[src/rtl/pp_pkg.sv]
package pp_pkg;

  typedef enum logic [1:0] {
    SQ_IDLE  = 2'd0,
    SQ_LOAD  = 2'd1,
    SQ_REQ   = 2'd2,
    SQ_DRAIN = 2'd3
  } seq_st_e;

  localparam int CTL_ALT_BIT   = 0;
  localparam int CTL_BURST_LSB = 4;
  localparam int CTL_THR_LSB   = 8;
  localparam int STAT_W        = 10;
  localparam int STAT_UFLOW    = 5;
  localparam int STAT_EOF0     = 8;
  localparam int STAT_EOF1     = 9;

  // beats per burst: 2^code, codes above max_log fall back to 2^max_log
  function automatic int unsigned burst_beats(input logic [2:0] code,
                                              input int unsigned max_log);
    if (int'(code) > int'(max_log)) return 32'd1 << max_log;
    return 32'd1 << code;
  endfunction

  // free-space watermark in words, capped at the FIFO depth
  function automatic int unsigned ready_mark(input logic [2:0] code,
                                             input int unsigned depth);
    int unsigned m;
    m = 32'd8 << code;
    return (m > depth) ? depth : m;
  endfunction

endpackage

[src/rtl/pp_region_bank.sv]
module pp_region_bank #(
  parameter int AW = 32
) (
  input  logic                 clk,
  input  logic                 rst_n,
  input  logic                 cfg_wr,
  input  logic [1:0]           cfg_sel,
  input  logic [AW-1:0]        cfg_wdata,
  output logic [1:0][AW-1:0]   base_q,
  output logic [1:0][AW-1:0]   ceil_q
);
  // cfg_sel[1] picks the region, cfg_sel[0] picks start (0) or end (1)
  always_ff @(posedge clk or negedge rst_n) begin
    if (!rst_n) begin
      base_q <= '0;
      ceil_q <= '0;
    end else if (cfg_wr) begin
      for (int r = 0; r < 2; r++) begin
        if (cfg_sel[1] == 1'(r)) begin
          if (cfg_sel[0]) ceil_q[r] <= cfg_wdata;
          else            base_q[r] <= cfg_wdata;
        end
      end
    end
  end
endmodule

[src/rtl/pp_fifo_credit.sv]
module pp_fifo_credit #(
  parameter int DEPTH = 64,
  parameter int LENW  = 5,
  parameter int LVW   = $clog2(DEPTH + 1)
) (
  input  logic            clk,
  input  logic            rst_n,
  input  logic            grant_fire,
  input  logic [LENW-1:0] grant_len,
  input  logic            rd_valid,
  input  logic            pix_pop,
  input  logic            disp_active,
  output logic [LVW-1:0]  level,
  output logic [LVW-1:0]  pending,
  output logic [LVW-1:0]  free_words,
  output logic            uflow_ev
);
  logic pop_ok;

  assign pop_ok     = pix_pop && (level != '0);
  assign uflow_ev   = disp_active && pix_pop && (level == '0);
  assign free_words = LVW'(DEPTH) - level - pending;

  always_ff @(posedge clk or negedge rst_n) begin
    if (!rst_n) begin
      level   <= '0;
      pending <= '0;
    end else begin
      level   <= level + LVW'(rd_valid) - LVW'(pop_ok);
      pending <= pending + (grant_fire ? LVW'(grant_len) : '0) - LVW'(rd_valid);
    end
  end
endmodule

[src/rtl/pp_burst_seq.sv]
module pp_burst_seq
  import pp_pkg::*;
#(
  parameter int AW      = 32,
  parameter int LENW    = 5,
  parameter int LVW     = 7,
  parameter int MAX_LOG = 4,
  parameter int DEPTH   = 64
) (
  input  logic                clk,
  input  logic                rst_n,
  input  logic                run,
  input  logic                alt_mode,
  input  logic [2:0]          burst_code,
  input  logic [2:0]          thr_code,
  input  logic [1:0][AW-1:0]  base_q,
  input  logic [1:0][AW-1:0]  ceil_q,
  input  logic [LVW-1:0]      free_words,
  input  logic [LVW-1:0]      pending,
  input  logic                rd_gnt,
  output logic                rd_req,
  output logic [AW-1:0]       rd_addr,
  output logic [LENW-1:0]     rd_len,
  output logic                grant_fire,
  output logic                eof0,
  output logic                eof1,
  output logic [AW-1:0]       cur_ceil
);
  localparam int WW = AW - 2;

  // words from the current address up to and including the end word
  function automatic logic [WW-1:0] words_left(input logic [AW-1:0] a,
                                               input logic [AW-1:0] c);
    return c[AW-1:2] - a[AW-1:2] + WW'(1);
  endfunction

  seq_st_e         st;
  logic            sel;
  logic [AW-1:0]   addr_q;
  logic [LENW-1:0] beats_q;
  logic [LVW-1:0]  mark_q;
  logic [WW-1:0]   left;
  logic            last_burst;
  logic [LVW-1:0]  need;
  logic            frame_done;

  always_comb begin
    left       = words_left(addr_q, cur_ceil);
    last_burst = left <= WW'(beats_q);
    rd_len     = last_burst ? LENW'(left) : beats_q;
    need       = (LVW'(rd_len) > mark_q) ? LVW'(rd_len) : mark_q;
  end

  assign rd_addr    = addr_q;
  assign rd_req     = (st == SQ_REQ) && (free_words >= need);
  assign grant_fire = rd_req && rd_gnt;
  assign frame_done = (st == SQ_DRAIN) && (pending == '0);
  assign eof0       = frame_done && !sel;
  assign eof1       = frame_done && sel;

  always_ff @(posedge clk or negedge rst_n) begin
    if (!rst_n) begin
      st       <= SQ_IDLE;
      sel      <= 1'b0;
      addr_q   <= '0;
      cur_ceil <= '0;
      beats_q  <= '0;
      mark_q   <= '0;
    end else begin
      unique case (st)
        SQ_IDLE: if (run) begin
          st  <= SQ_LOAD;
          sel <= 1'b0;
        end
        SQ_LOAD: begin
          addr_q   <= base_q[sel];
          cur_ceil <= ceil_q[sel];
          beats_q  <= LENW'(burst_beats(burst_code, MAX_LOG));
          mark_q   <= LVW'(ready_mark(thr_code, DEPTH));
          st       <= SQ_REQ;
        end
        SQ_REQ: begin
          if (grant_fire) begin
            addr_q <= addr_q + (AW'(rd_len) << 2);
            if (last_burst) st <= SQ_DRAIN;
          end else if (!run && !rd_req) begin
            st <= SQ_IDLE;
          end
        end
        SQ_DRAIN: if (pending == '0) begin
          sel <= alt_mode && !sel;
          st  <= run ? SQ_LOAD : SQ_IDLE;
        end
        default: st <= SQ_IDLE;
      endcase
    end
  end
endmodule

[src/rtl/pp_frame_fetch.sv]
module pp_frame_fetch
  import pp_pkg::*;
#(
  parameter int AW         = 32,
  parameter int FIFO_DEPTH = 64,
  parameter int MAX_LOG    = 4,
  localparam int LENW      = $clog2((1 << MAX_LOG) + 1),
  localparam int LVW       = $clog2(FIFO_DEPTH + 1)
) (
  input  logic              clk,
  input  logic              rst_n,
  input  logic              run,
  input  logic [15:0]       dma_ctrl,
  input  logic              cfg_wr,
  input  logic [1:0]        cfg_sel,
  input  logic [AW-1:0]     cfg_wdata,
  output logic              rd_req,
  output logic [AW-1:0]     rd_addr,
  output logic [LENW-1:0]   rd_len,
  input  logic              rd_gnt,
  input  logic              rd_valid,
  input  logic              disp_active,
  input  logic              pix_pop,
  output logic [STAT_W-1:0] stat,
  input  logic [STAT_W-1:0] stat_clr
);
  logic [1:0][AW-1:0] base_q;
  logic [1:0][AW-1:0] ceil_q;
  logic [LVW-1:0]     level;
  logic [LVW-1:0]     pending;
  logic [LVW-1:0]     free_words;
  logic               uflow_ev;
  logic               grant_fire;
  logic               eof0;
  logic               eof1;
  logic [AW-1:0]      cur_ceil;
  logic [STAT_W-1:0]  stat_set;
  logic               unused_ctrl;

  // swap and endian bits belong to pixel unpacking, not to this block
  assign unused_ctrl = ^{dma_ctrl[15:11], dma_ctrl[7], dma_ctrl[3:1], level};

  pp_region_bank #(.AW(AW)) i_bank (
    .clk, .rst_n, .cfg_wr, .cfg_sel, .cfg_wdata,
    .base_q, .ceil_q
  );

  pp_fifo_credit #(.DEPTH(FIFO_DEPTH), .LENW(LENW), .LVW(LVW)) i_credit (
    .clk, .rst_n,
    .grant_fire, .grant_len(rd_len),
    .rd_valid, .pix_pop, .disp_active,
    .level, .pending, .free_words, .uflow_ev
  );

  pp_burst_seq #(
    .AW(AW), .LENW(LENW), .LVW(LVW), .MAX_LOG(MAX_LOG), .DEPTH(FIFO_DEPTH)
  ) i_seq (
    .clk, .rst_n, .run,
    .alt_mode  (dma_ctrl[CTL_ALT_BIT]),
    .burst_code(dma_ctrl[CTL_BURST_LSB +: 3]),
    .thr_code  (dma_ctrl[CTL_THR_LSB +: 3]),
    .base_q, .ceil_q, .free_words, .pending, .rd_gnt,
    .rd_req, .rd_addr, .rd_len, .grant_fire, .eof0, .eof1, .cur_ceil
  );

  always_comb begin
    stat_set             = '0;
    stat_set[STAT_UFLOW] = uflow_ev;
    stat_set[STAT_EOF0]  = eof0;
    stat_set[STAT_EOF1]  = eof1;
  end

  always_ff @(posedge clk or negedge rst_n) begin
    if (!rst_n) stat <= '0;
    else        stat <= (stat & ~stat_clr) | stat_set;
  end
endmodule

[config.mk]
export PLATFORM = sky130hd
export DESIGN_NAME = pp_frame_fetch
export DESIGN_NICKNAME = d
export VERILOG_FILES = /design/src/rtl/pp_pkg.sv /design/src/rtl/pp_region_bank.sv /design/src/rtl/pp_fifo_credit.sv /design/src/rtl/pp_burst_seq.sv /design/src/rtl/pp_frame_fetch.sv
export SDC_FILE = /design/constraint.sdc
export NUM_CORES = 1
export LEC_CHECK = 0
export CAP_MARGIN = 25
export CORE_UTILIZATION = 31
export DETAILED_ROUTE_END_ITERATION = 8
export GPL_ROUTABILITY_DRIVEN = 1
export PLACE_DENSITY = 0.51
export SYNTH_ARGS = -nofsm -noshare
export SYNTH_HDL_FRONTEND = slang
export SYNTH_HIERARCHICAL = 1
export SYNTH_SLANG_ARGS = --single-unit
[constraint.sdc]
create_clock -name clk -period 23.7 [get_ports clk]
set_input_delay 4.74 -clock clk [delete_from_list [all_inputs] [get_ports clk]]
set_output_delay 4.74 -clock clk [all_outputs]
set_load 0.01 [all_outputs]
==> results.md <==
* Fin Clk Skew at around 0.05 ns
* Pre-CTS WS at about 11 ns
* Io pins at about 120
* Post-CTS sizing at 0
* Worst-skew pair later-pin latency at between 0.5 and 0.6 ns
* CTS H-tree lvls at 1
* Run status: complete, no violations
* Die height at 210 um
* Final setup viols at 0
* CP Data Required Time at between 15 and 20 ns
* Tmin final at roughly 13 ns
* Rows at between 70 and 80
* Final Total Pwr at around 2.7 mW
* Gr usage total at roughly 16%
* Final worst slack at roughly 11 ns
* Hold Violations, Final at 0
* First-pass GRT wire length at roughly 57,000 um
* Dpl cell area at between 15,000 and 20,000 um2
* Mapped Cells at ~1,300
* Mapped Area at roughly 13,000 um2
* TritonRoute pass-1 iters at 5
* Hold path startpoint: stat[8]$_DFF_PN0_
* Number of global-route vias before repair at 10,321
* Antenna Cells at 0
* Multi-input gate area at between 7000 and 8000 um2
* Layout cells sized above 1 at between 15 and 20%
* CTS Sinks at ~220
* FF-to-FF Start: i_seq/cur_ceil[3]$_DFFE_PN0P_
* Max-cap violation count at 0
* Area Growth Syn to Fin at 19.6%
* Final nets at 1,574
* Least-Margin Pin Slew at 1.03 ns
* Fill count at about 4,200
* Crit Path Category: register to primary output
* Starting Density at between 30% and 40%
* Setup TNS at 0 ns
* CTS root buffer: clkbuf_16
* Syn_nets at between 1,000 and 1,500
* Worst-path clk slew at ~0.06 ns
* Mapped Avg Cell Area at a little over 10 um2
* Largest net degree at the start of global routing at 82
* Initial antenna violation count at 0
* Slew margin rel. at between 30% and 40%
* Crit path top cell by count: a21o_1
* Final GP Congestion at about 0.83
* Slew Limit Fails at 0
* CTS tree: done
* Via count of the routed design at around 10,000
* Max stage delay on crit path at 0.61 ns
* Vias/cell at a little over 5
* Design area at roughly 16,000 um2
* Drt wl/cell at between 15 and 20 um
* Register area at between 5000 and 6000 um2
* Peak Freq at approximately 78 MHz
* Antenna-violating nets left at 0
* Post-CTS Hold Buffers at 0
* Slowest cell on the critical path: o21ai_0
* CP Max Fanout at 7
* Hold Crit Class: register to register
* Yosys warns at 6
* DRC viols at 0
* Drt total wl at approximately 35,000 um
* Detailed placement HPWL at about 25,000 um
* Port Buf Inserts at between 100 and 150
* Iteration-0 DRC Markers at 469
* Die area at between 40,000 and 50,000 um2
* Period utilization at approximately 54%
* Area of the core at roughly 42,000 um2
* Clock Path Buffers at 3
* Total congestion overflow at 0
* RSZ-0062 raised after global routing: no
* Number of setup buffers added after CTS at 0
* Peak supply drop at about 0.00006 V
* Launch point of the worst path: i_seq/cur_ceil[3]$_DFFE_PN0P_
* CP Capture Type: primary output
* Die X at ~210 um
* Worst EP arrival at around 8.1 ns
* P per Cell Area at ~170 nW/um2
* CTS Buf Count at 28
* Worst Setup Start Kind: register
* Leakage power at 6.85 nW
-- registers in the layout (all words and copies together), names as in the netlist --
register,flops
i_bank/ceil_q,60
i_seq/rd_addr,32
i_seq/st,2
stat,10
i_seq/beats_q,5
i_bank/base_q,64
i_seq/sel,1
i_seq/mark_q,4
i_seq/cur_ceil,30
i_credit/level,7
i_credit/pending,7
-- cell usage in the layout (no fill, tap or decap), types with 28 or more instances in the layout --
cell / count
dfrtp_1: 221
mux2_2: 137
a21oi_1: 110
ha_1: 107
clkdlybuf4s50_1: 105
inv_1: 97
nand2_1: 76
nor2_1: 72
o21ai_0: 57
mux2i_1: 57
clkbuf_16: 28
-- per-stage QoR --
stage / hold slack, ns / cells / util [%]
floorplan: 0.454 / 1298 / -
global placement: 0.461 / 1902 / 35.5
detailed placement: 0.464 / 1902 / 35.5
CTS: 0.482 / 1951 / 37.8
global route: 0.511 / 1952 / 37.9
finish: 0.475 / 1952 / 37.9
-- final cells by class --
cell class	instances	share of cell area [%]
clock buffer	39	4.95
clock inverter	10	0.994
inverter	97	2.28
multi-input combinational	924	45.3
sequential	222	34.8
tap	539	4.22
timing repair buffer	121	7.50
-- metal layers --
layer | up-vias | track usage, % | wire (um)
met5 | - | 0 | 0
met4 | 0 | 3.88 | 717
met2 | 147 | 26.4 | 16100
li1 | 4870 | - | -
met1 | 4981 | 22.1 | 16800
met3 | 37 | 2.30 | 1000
-- path summary, 6_finish.rpt --
kind	end	slack, ns	cells past startpoint
setup / recovery	rd_req	10.85	30
hold / removal	stat[8]$_DFF_PN0_	0.47	1
setup reg to reg	i_credit/pending[6]$_DFF_PN0_	14.92	38
hold reg to reg	stat[8]$_DFF_PN0_	0.47	1
max in group asynchronous	i_bank/ceil_q[56]$_DFFE_PN0P_	17.50	4
min in group asynchronous	stat[6]$_DFF_PN0_	4.12	1
-- critical path, delay by kind of cell (launching register included) --
kind	cells	cell delay [ns]
compound gates	13	3.19
simple gates	7	1.68
fa+ha+maj	5	1.40
buf+inv	5	0.88
flops	1	0.37
-- report_power, final --
group          internal, mW  switching [mW]
Sequential            0.501          0.0989
Combinational         0.696           0.945
Clock                 0.265           0.172
Total                  1.46            1.22
(Power assumes the default switching activity.)
